--- src/rtl/rowobs_pkg.sv ---
package rowobs_pkg;

  typedef enum logic [1:0] {
    OBS_TWO      = 2'd0,
    OBS_THREE    = 2'd1,
    OBS_FOUR     = 2'd2,
    OBS_FOUR_ALT = 2'd3
  } obs_mode_e;

  // Row offset of each vector element relative to the current row.
  localparam int NUM_ELEM = 4;
  localparam int ELEM_OFS [NUM_ELEM] = '{0, -1, 1, -2};

  function automatic int obs_count(input obs_mode_e m);
    case (m)
      OBS_TWO:   return 2;
      OBS_THREE: return 3;
      default:   return 4;
    endcase
  endfunction

  function automatic int clamp_row(input int r, input int last);
    if (r < 0) return 0;
    if (r > last) return last;
    return r;
  endfunction

endpackage

--- src/rtl/rowobs_line_store.sv ---
module rowobs_line_store #(
  parameter int PIX_W   = 8,
  parameter int BLK     = 8,
  parameter int N_LINES = 4,
  parameter int N_RD    = 4,
  parameter int ROW_W   = 3,
  parameter int COL_W   = 3
) (
  input  logic                    clk,
  input  logic                    rst,
  input  logic                    clr,
  input  logic                    wr_en,
  input  logic [ROW_W-1:0]        wr_row,
  input  logic [COL_W-1:0]        wr_col,
  input  logic [PIX_W-1:0]        wr_pix,
  input  logic [N_RD*ROW_W-1:0]   rd_rows,
  input  logic [COL_W-1:0]        rd_col,
  output logic [N_RD*PIX_W-1:0]   rd_pix
);
  localparam int SLOT_W = $clog2(N_LINES);

  logic [PIX_W-1:0] mem [N_LINES][BLK];

  always_ff @(posedge clk) begin
    if (rst || clr) begin
      for (int s = 0; s < N_LINES; s++)
        for (int c = 0; c < BLK; c++)
          mem[s][c] <= '0;
    end else if (wr_en) begin
      mem[wr_row[SLOT_W-1:0]][wr_col] <= wr_pix;
    end
  end

  for (genvar g = 0; g < N_RD; g++) begin : g_rd
    assign rd_pix[g*PIX_W +: PIX_W] = mem[rd_rows[g*ROW_W +: SLOT_W]][rd_col];
  end

endmodule

--- src/rtl/rowobs_gather.sv ---
module rowobs_gather
  import rowobs_pkg::*;
#(
  parameter int PIX_W = 8,
  parameter int BLK   = 8,
  parameter int ROW_W = 3
) (
  input  obs_mode_e                   mode,
  input  logic [ROW_W-1:0]            cur_row,
  output logic [NUM_ELEM*ROW_W-1:0]   nb_rows,
  input  logic [NUM_ELEM*PIX_W-1:0]   nb_pix,
  output logic [NUM_ELEM*PIX_W-1:0]   vec
);
  int active;
  assign active = obs_count(mode);

  for (genvar g = 0; g < NUM_ELEM; g++) begin : g_elem
    assign nb_rows[g*ROW_W +: ROW_W] =
      ROW_W'(clamp_row(int'(cur_row) + ELEM_OFS[g], BLK - 1));
    assign vec[g*PIX_W +: PIX_W] =
      (g < active) ? nb_pix[g*PIX_W +: PIX_W] : '0;
  end

endmodule

--- src/rtl/rowobs_seq.sv ---
module rowobs_seq
  import rowobs_pkg::*;
#(
  parameter int BLK     = 8,
  parameter int N_LINES = 4,
  parameter int ROW_W   = 3,
  parameter int COL_W   = 3,
  parameter int CNT_W   = 7
) (
  input  logic             clk,
  input  logic             rst,
  input  logic             in_valid,
  input  logic [1:0]       in_mode,
  input  logic             out_valid,
  input  logic             out_ready,
  output logic             in_ready,
  output logic             wr_en,
  output logic [ROW_W-1:0] wr_row,
  output logic [COL_W-1:0] wr_col,
  output logic             rd_fire,
  output logic [ROW_W-1:0] rd_row,
  output logic [COL_W-1:0] rd_col,
  output logic             blk_done,
  output obs_mode_e        mode_q,
  output logic [CNT_W-1:0] wr_cnt,
  output logic [CNT_W-1:0] rd_cnt
);
  localparam int TOTAL = BLK * BLK;
  localparam logic [CNT_W:0] TOTAL_X = (CNT_W+1)'(TOTAL);
  localparam logic [CNT_W:0] LAG_X   = (CNT_W+1)'(BLK);
  localparam logic [CNT_W:0] HOLD_X  = (CNT_W+1)'((N_LINES - 2) * BLK);
  localparam logic [CNT_W:0] FREE_X  = (CNT_W+1)'(N_LINES * BLK);
  localparam logic [CNT_W:0] LAST_X  = (CNT_W+1)'(TOTAL - 1);
  localparam logic [ROW_W-1:0] LAST_ROW = ROW_W'(BLK - 1);

  logic [CNT_W:0] wr_x, rd_x;
  logic           need_ahead, avail;

  assign wr_x = {1'b0, wr_cnt};
  assign rd_x = {1'b0, rd_cnt};

  assign wr_col = wr_cnt[COL_W-1:0];
  assign wr_row = wr_cnt[COL_W +: ROW_W];
  assign rd_col = rd_cnt[COL_W-1:0];
  assign rd_row = rd_cnt[COL_W +: ROW_W];

  // A new row may overwrite its ring slot only after every vector that
  // still reads the old row has been issued.
  assign in_ready = (wr_x < TOTAL_X) && ((wr_x < FREE_X) || (rd_x + HOLD_X > wr_x));
  assign wr_en    = in_valid && in_ready;

  assign need_ahead = (obs_count(mode_q) > 2) && (rd_row != LAST_ROW);
  assign avail      = (rd_x < TOTAL_X) &&
                      (need_ahead ? (wr_x > rd_x + LAG_X) : (wr_x > rd_x));
  assign rd_fire    = avail && (!out_valid || out_ready);
  assign blk_done   = rd_fire && (rd_x == LAST_X);

  always_ff @(posedge clk) begin
    if (rst) begin
      wr_cnt <= '0;
      rd_cnt <= '0;
      mode_q <= OBS_TWO;
    end else begin
      if (blk_done) begin
        wr_cnt <= '0;
        rd_cnt <= '0;
      end else begin
        if (wr_en)   wr_cnt <= wr_cnt + 1'b1;
        if (rd_fire) rd_cnt <= rd_cnt + 1'b1;
      end
      if (wr_en && (wr_cnt == '0)) mode_q <= obs_mode_e'(in_mode);
    end
  end

endmodule

--- src/rtl/rowobs_builder.sv ---
module rowobs_builder
  import rowobs_pkg::*;
#(
  parameter int PIX_W = 8,
  parameter int BLK   = 8
) (
  input  logic                      clk,
  input  logic                      rst,
  input  logic                      in_valid,
  output logic                      in_ready,
  input  logic [PIX_W-1:0]          in_pix,
  input  logic [1:0]                in_mode,
  output logic                      out_valid,
  input  logic                      out_ready,
  output logic [4*PIX_W-1:0]        out_obs
);
  localparam int N_LINES = 4;
  localparam int ROW_W   = $clog2(BLK);
  localparam int COL_W   = $clog2(BLK);
  localparam int CNT_W   = $clog2(BLK * BLK + 1);

  logic             wr_en, rd_fire, blk_done;
  logic [ROW_W-1:0] wr_row, rd_row;
  logic [COL_W-1:0] wr_col, rd_col;
  logic [CNT_W-1:0] wr_cnt, rd_cnt;
  obs_mode_e        mode_q;

  logic [NUM_ELEM*ROW_W-1:0] nb_rows;
  logic [NUM_ELEM*PIX_W-1:0] nb_pix, vec;

  rowobs_seq #(
    .BLK(BLK), .N_LINES(N_LINES), .ROW_W(ROW_W), .COL_W(COL_W), .CNT_W(CNT_W)
  ) u_seq (
    .clk(clk), .rst(rst), .in_valid(in_valid), .in_mode(in_mode),
    .out_valid(out_valid), .out_ready(out_ready), .in_ready(in_ready),
    .wr_en(wr_en), .wr_row(wr_row), .wr_col(wr_col),
    .rd_fire(rd_fire), .rd_row(rd_row), .rd_col(rd_col),
    .blk_done(blk_done), .mode_q(mode_q), .wr_cnt(wr_cnt), .rd_cnt(rd_cnt)
  );

  rowobs_line_store #(
    .PIX_W(PIX_W), .BLK(BLK), .N_LINES(N_LINES), .N_RD(NUM_ELEM),
    .ROW_W(ROW_W), .COL_W(COL_W)
  ) u_store (
    .clk(clk), .rst(rst), .clr(blk_done), .wr_en(wr_en),
    .wr_row(wr_row), .wr_col(wr_col), .wr_pix(in_pix),
    .rd_rows(nb_rows), .rd_col(rd_col), .rd_pix(nb_pix)
  );

  rowobs_gather #(
    .PIX_W(PIX_W), .BLK(BLK), .ROW_W(ROW_W)
  ) u_gather (
    .mode(mode_q), .cur_row(rd_row), .nb_rows(nb_rows),
    .nb_pix(nb_pix), .vec(vec)
  );

  always_ff @(posedge clk) begin
    if (rst) begin
      out_valid <= 1'b0;
      out_obs   <= '0;
    end else if (rd_fire) begin
      out_valid <= 1'b1;
      out_obs   <= vec;
    end else if (out_ready) begin
      out_valid <= 1'b0;
    end
  end

endmodule

--- config.mk ---
export PLATFORM = sky130hd
export DESIGN_NAME = rowobs_builder
export DESIGN_NICKNAME = d
export VERILOG_FILES = /design/src/rtl/rowobs_pkg.sv /design/src/rtl/rowobs_line_store.sv /design/src/rtl/rowobs_gather.sv /design/src/rtl/rowobs_seq.sv /design/src/rtl/rowobs_builder.sv
export SDC_FILE = /design/constraint.sdc
export NUM_CORES = 1
export LEC_CHECK = 0
export BUFFER_PORTS_ARGS = -buffer_cell sky130_fd_sc_hd__buf_2
export CORE_ASPECT_RATIO = 0.7
export CORE_UTILIZATION = 40
export DETAILED_ROUTE_END_ITERATION = 10
export SLEW_MARGIN = 20
export SYNTH_ARGS = -nofsm -noshare
export SYNTH_HDL_FRONTEND = slang
export SYNTH_HIERARCHICAL = 1
export SYNTH_SLANG_ARGS = --single-unit
export TNS_END_PERCENT = 5
--- constraint.sdc ---
create_clock -name clk -period 7.6 [get_ports clk]
set_input_delay 1.14 -clock clk [delete_from_list [all_inputs] [get_ports clk]]
set_output_delay 1.14 -clock clk [all_outputs]
set_load 0.01 [all_outputs]
==> impl_metrics.py <==
metrics = {
    "run_status": {
        "status": "completed",
    },
    "global_route": {
        "grtUsageMet2_pct": 30.3,
        "grt_use_met1_pct": 42.2,
        "grt_overflow": 0,
        "grt_pass1_vias": 12700,
        "grt_usage_pct": 26.4,
        "grt.busiest_layer": "met1",
        "antenna_found_initial": 4,
        "grt_max_degree": 74,
        "grt_use_met3_pct": 15.0,
        "grt_pass1_wl_mm": 99.2,
    },
    "floorplan": {
        "initial_core_util_pct": 41.0,
        "num_rows": 69,
        "core_um2": 51300,
        "die_h_um": 194,
        "dieArea_um2": 53500,
        "die_x_um": 276,
        "io_pins": 48,
    },
    "critical_path": {
        "cp_num_buf_inv": 3,
        "crit_required_ns": 7.77,
        "path_class": "flop to flop",
        "crit_top_cell": "ha_1",
        "reg2reg_slack_ns": 2.18,
        "cp.arrival_ns": 5.59,
        "r2r_start": "u_seq/rd_cnt[3]$_SDFFE_PP0P_",
        "max_stage_delay_ns": 0.82,
        "path_cells": "ha_1 -> ha_1 -> inv_1 -> ha_1 -> a21oi_1 -> nor2b_1 -> o21ai_0 -> a21oi_1 -> or2_2 -> and2_2 -> buf_4 -> nand4bb_1 -> buf_4 -> nor3_1 -> or3_1",
        "critical_path.startpoint_type": "flop",
        "cp_max_fo": 33,
        "r2r-end": "u_store/mem[2][35]$_SDFFCE_PN0P_",
        "critical-path-slowest-cell": "nor3_1",
        "end_kind": "flop",
        "r2r_cells": 15,
        "cpLargestDelayFamily": "simple AND/OR/NAND/NOR gates",
    },
    "placement": {
        "gp_congestion": 0.961,
        "io_buffers": 47,
        "dp_hpwl_mm": 49.4,
        "post-place-ws_ns": 2.33,
    },
    "timing": {
        "period_needed_ns": 5.42,
        "setup_violations": 0,
        "hold_ws_ns": 0.483,
        "hold_violations": 0,
        "setup_tns_ns": 0,
        "max_slew_margin_pct": 21.0,
        "timing.final.ws_setup_ns": 2.18,
        "max_freq_mhz": 185,
        "rsz0062_at_grt": "false",
        "maxSlewViolCount": 0,
        "tightest_slew_ns": 1.18,
        "period_share_pct": 71.3,
        "clock-skew-final_ns": 0.0250,
    },
    "routing": {
        "wirelength_mm": 70.6,
        "drc": 0,
        "detail-route-antenna-nets": 0,
        "vias": 14000,
        "wl_per_cell_um": 34.6,
        "drtPass1Iterations": 5,
        "drt-initial-drc-count": 2244,
        "vias_per_cell": 6.85,
    },
    "cells_and_area": {
        "fill_cells": 4502,
        "syn2layout_area_growth_pct": 7.64,
        "multi_input_area_um2": 11400,
        "seqCellArea_um2": 8680,
        "final_nets": 1379,
        "layout-drive-gt1-share_pct": 37.8,
    },
    "hold_path": {
        "hold_path_end": "out_valid$_SDFFE_PP0P_",
        "worstHoldStart": "out_valid$_SDFFE_PP0P_",
        "hold_path_depth": 2,
        "hold_class": "flop to flop",
    },
    "pwr": {
        "clockPowerShare_pct": 37.3,
        "p_seq_share_pct": 43.0,
        "combinationalPowerShare_pct": 19.6,
        "p_int_uw": 3330,
        "power.total_uw": 4680,
        "p_sw_uw": 1350,
        "leakagePower_uw": 0.00746,
        "powerDensity_nw_per_um2": 207,
        "ir_drop_mv": 0.130,
        "p_sw_share_pct": 28.9,
    },
    "clocking": {
        "clk_latency_ns": 0.54,
        "cts_made_buffers": 35,
        "ctsHtreeMaxLevel": 2,
        "cts_setup_buffers": 0,
        "ctsResizeCount": 0,
        "cts_sinks": 305,
        "cts_hold_buf": 0,
        "clkTransAtPathRegs_ns": 0.07,
        "tritoncts": "yes",
        "clk_path_buf_depth": 3,
        "root_buffer": "clkbuf_16",
    },
    "synth": {
        "synthCells": 1385,
        "syn_area_per_cell_um2": 15.2,
        "yosysWarnings": 6,
        "syn-cell-area_um2": 21000,
        "synth.net_count": 1426,
    },
    "job": {
        "maxCapViolCount": 0,
    },
}
how the worst max path moves through the flow:
| stage | start | end | slack (ns) | depth (start not counted) |
|---|---|---|---|---|
| 5_1_grt | u_seq/rd_cnt[3]$_SDFFE_PP0P_ | u_store/mem[3][25]$_SDFFCE_PN0P_ | 1.84 | 13 |
| 6_report | u_seq/rd_cnt[3]$_SDFFE_PP0P_ | u_store/mem[2][35]$_SDFFCE_PN0P_ | 2.18 | 15 |
| 3_3_place_gp | u_seq/rd_cnt[3]$_SDFFE_PP0P_ | u_store/mem[3][30]$_SDFFCE_PN0P_ | 2.26 | 13 |
| 2_1_floorplan | u_seq/rd_cnt[3]$_SDFFE_PP0P_ | u_store/mem[3][10]$_SDFFCE_PN0P_ | 3.25 | 17 |
| 4_1_cts | u_seq/rd_cnt[3]$_SDFFE_PP0P_ | u_store/mem[0][58]$_SDFFCE_PN0P_ | 2.28 | 13 |
| 3_5_place_dp | u_seq/rd_cnt[3]$_SDFFE_PP0P_ | u_store/mem[0][44]$_SDFFCE_PN0P_ | 2.33 | 13 |
metrics by stage:
| stage | cells | utilization [%] | cell area, um^2 |
|---|---|---|---|
| final | 2040 | 44.1 | 22600 |
| after global routing | 2038 | 44.1 | 22600 |
| after CTS | 2038 | 44.1 | 22600 |
| after detailed placement | 1975 | 41.8 | 21500 |
| after global placement | 1975 | 41.8 | 21500 |
| after floorplan | 1385 | - | 21000 |
flip-flops by register name, indices dropped and copies added, names as in the netlist:
register	flops
u_seq/wr_cnt	7
u_seq/mode_q	2
out_obs	32
out_valid	1
u_store/mem	256
u_seq/rd_cnt	7
layer usage:
metal	part of all wire [%]	wire [um]	up-vias
li1	-	-	5454
met1	43	30600	7229
met2	36	25400	1206
met3	19	13400	90
met4	1.6	1130	2
met5	0.028	20	-
cell type report:
class                      count  area share [%]
sequential                   305            38.4
timing repair buffer          72            1.88
inverter                      22           0.365
multi-input combinational    902            50.5
clock inverter                16           0.785
tap                          674            3.73
clock buffer                  47            4.35
antenna                        2          0.0221
power groups by stage:
stage	registers, uW	clock network (uW)	logic, uW
finish	2020	1750	920
CTS	2010	1770	895
global placement	2040	0	884
detailed placement	2040	0	888
global route	2020	1830	957
floorplan	1990	0	700
tightest hold or removal path: stages (launching register included):
cell and delay [ns]:
dfxtp_1 0.32, nand2b_1 0.06, a21oi_1 0.06
layout by cell type (no fill, tap or decap), drive strengths merged, types with 3 or more instances in the layout:
cell,n
a211oi,9
a21o,3
a21oi,11
and2,266
and2b,3
buf,72
bufinv,3
clkbuf,47
clkinv,8
dfxtp,49
edfxtp,256
ha,27
inv,25
mux2,34
mux2i,35
mux4,320
nand2,11
nand2b,6
nand3,10
nor2,44
nor2b,8
nor3,34
nor4,3
o211ai,3
o21ai,5
or2,3
or3,33
xnor2,6
No activity file was read; power rests on OpenSTA's default activity.
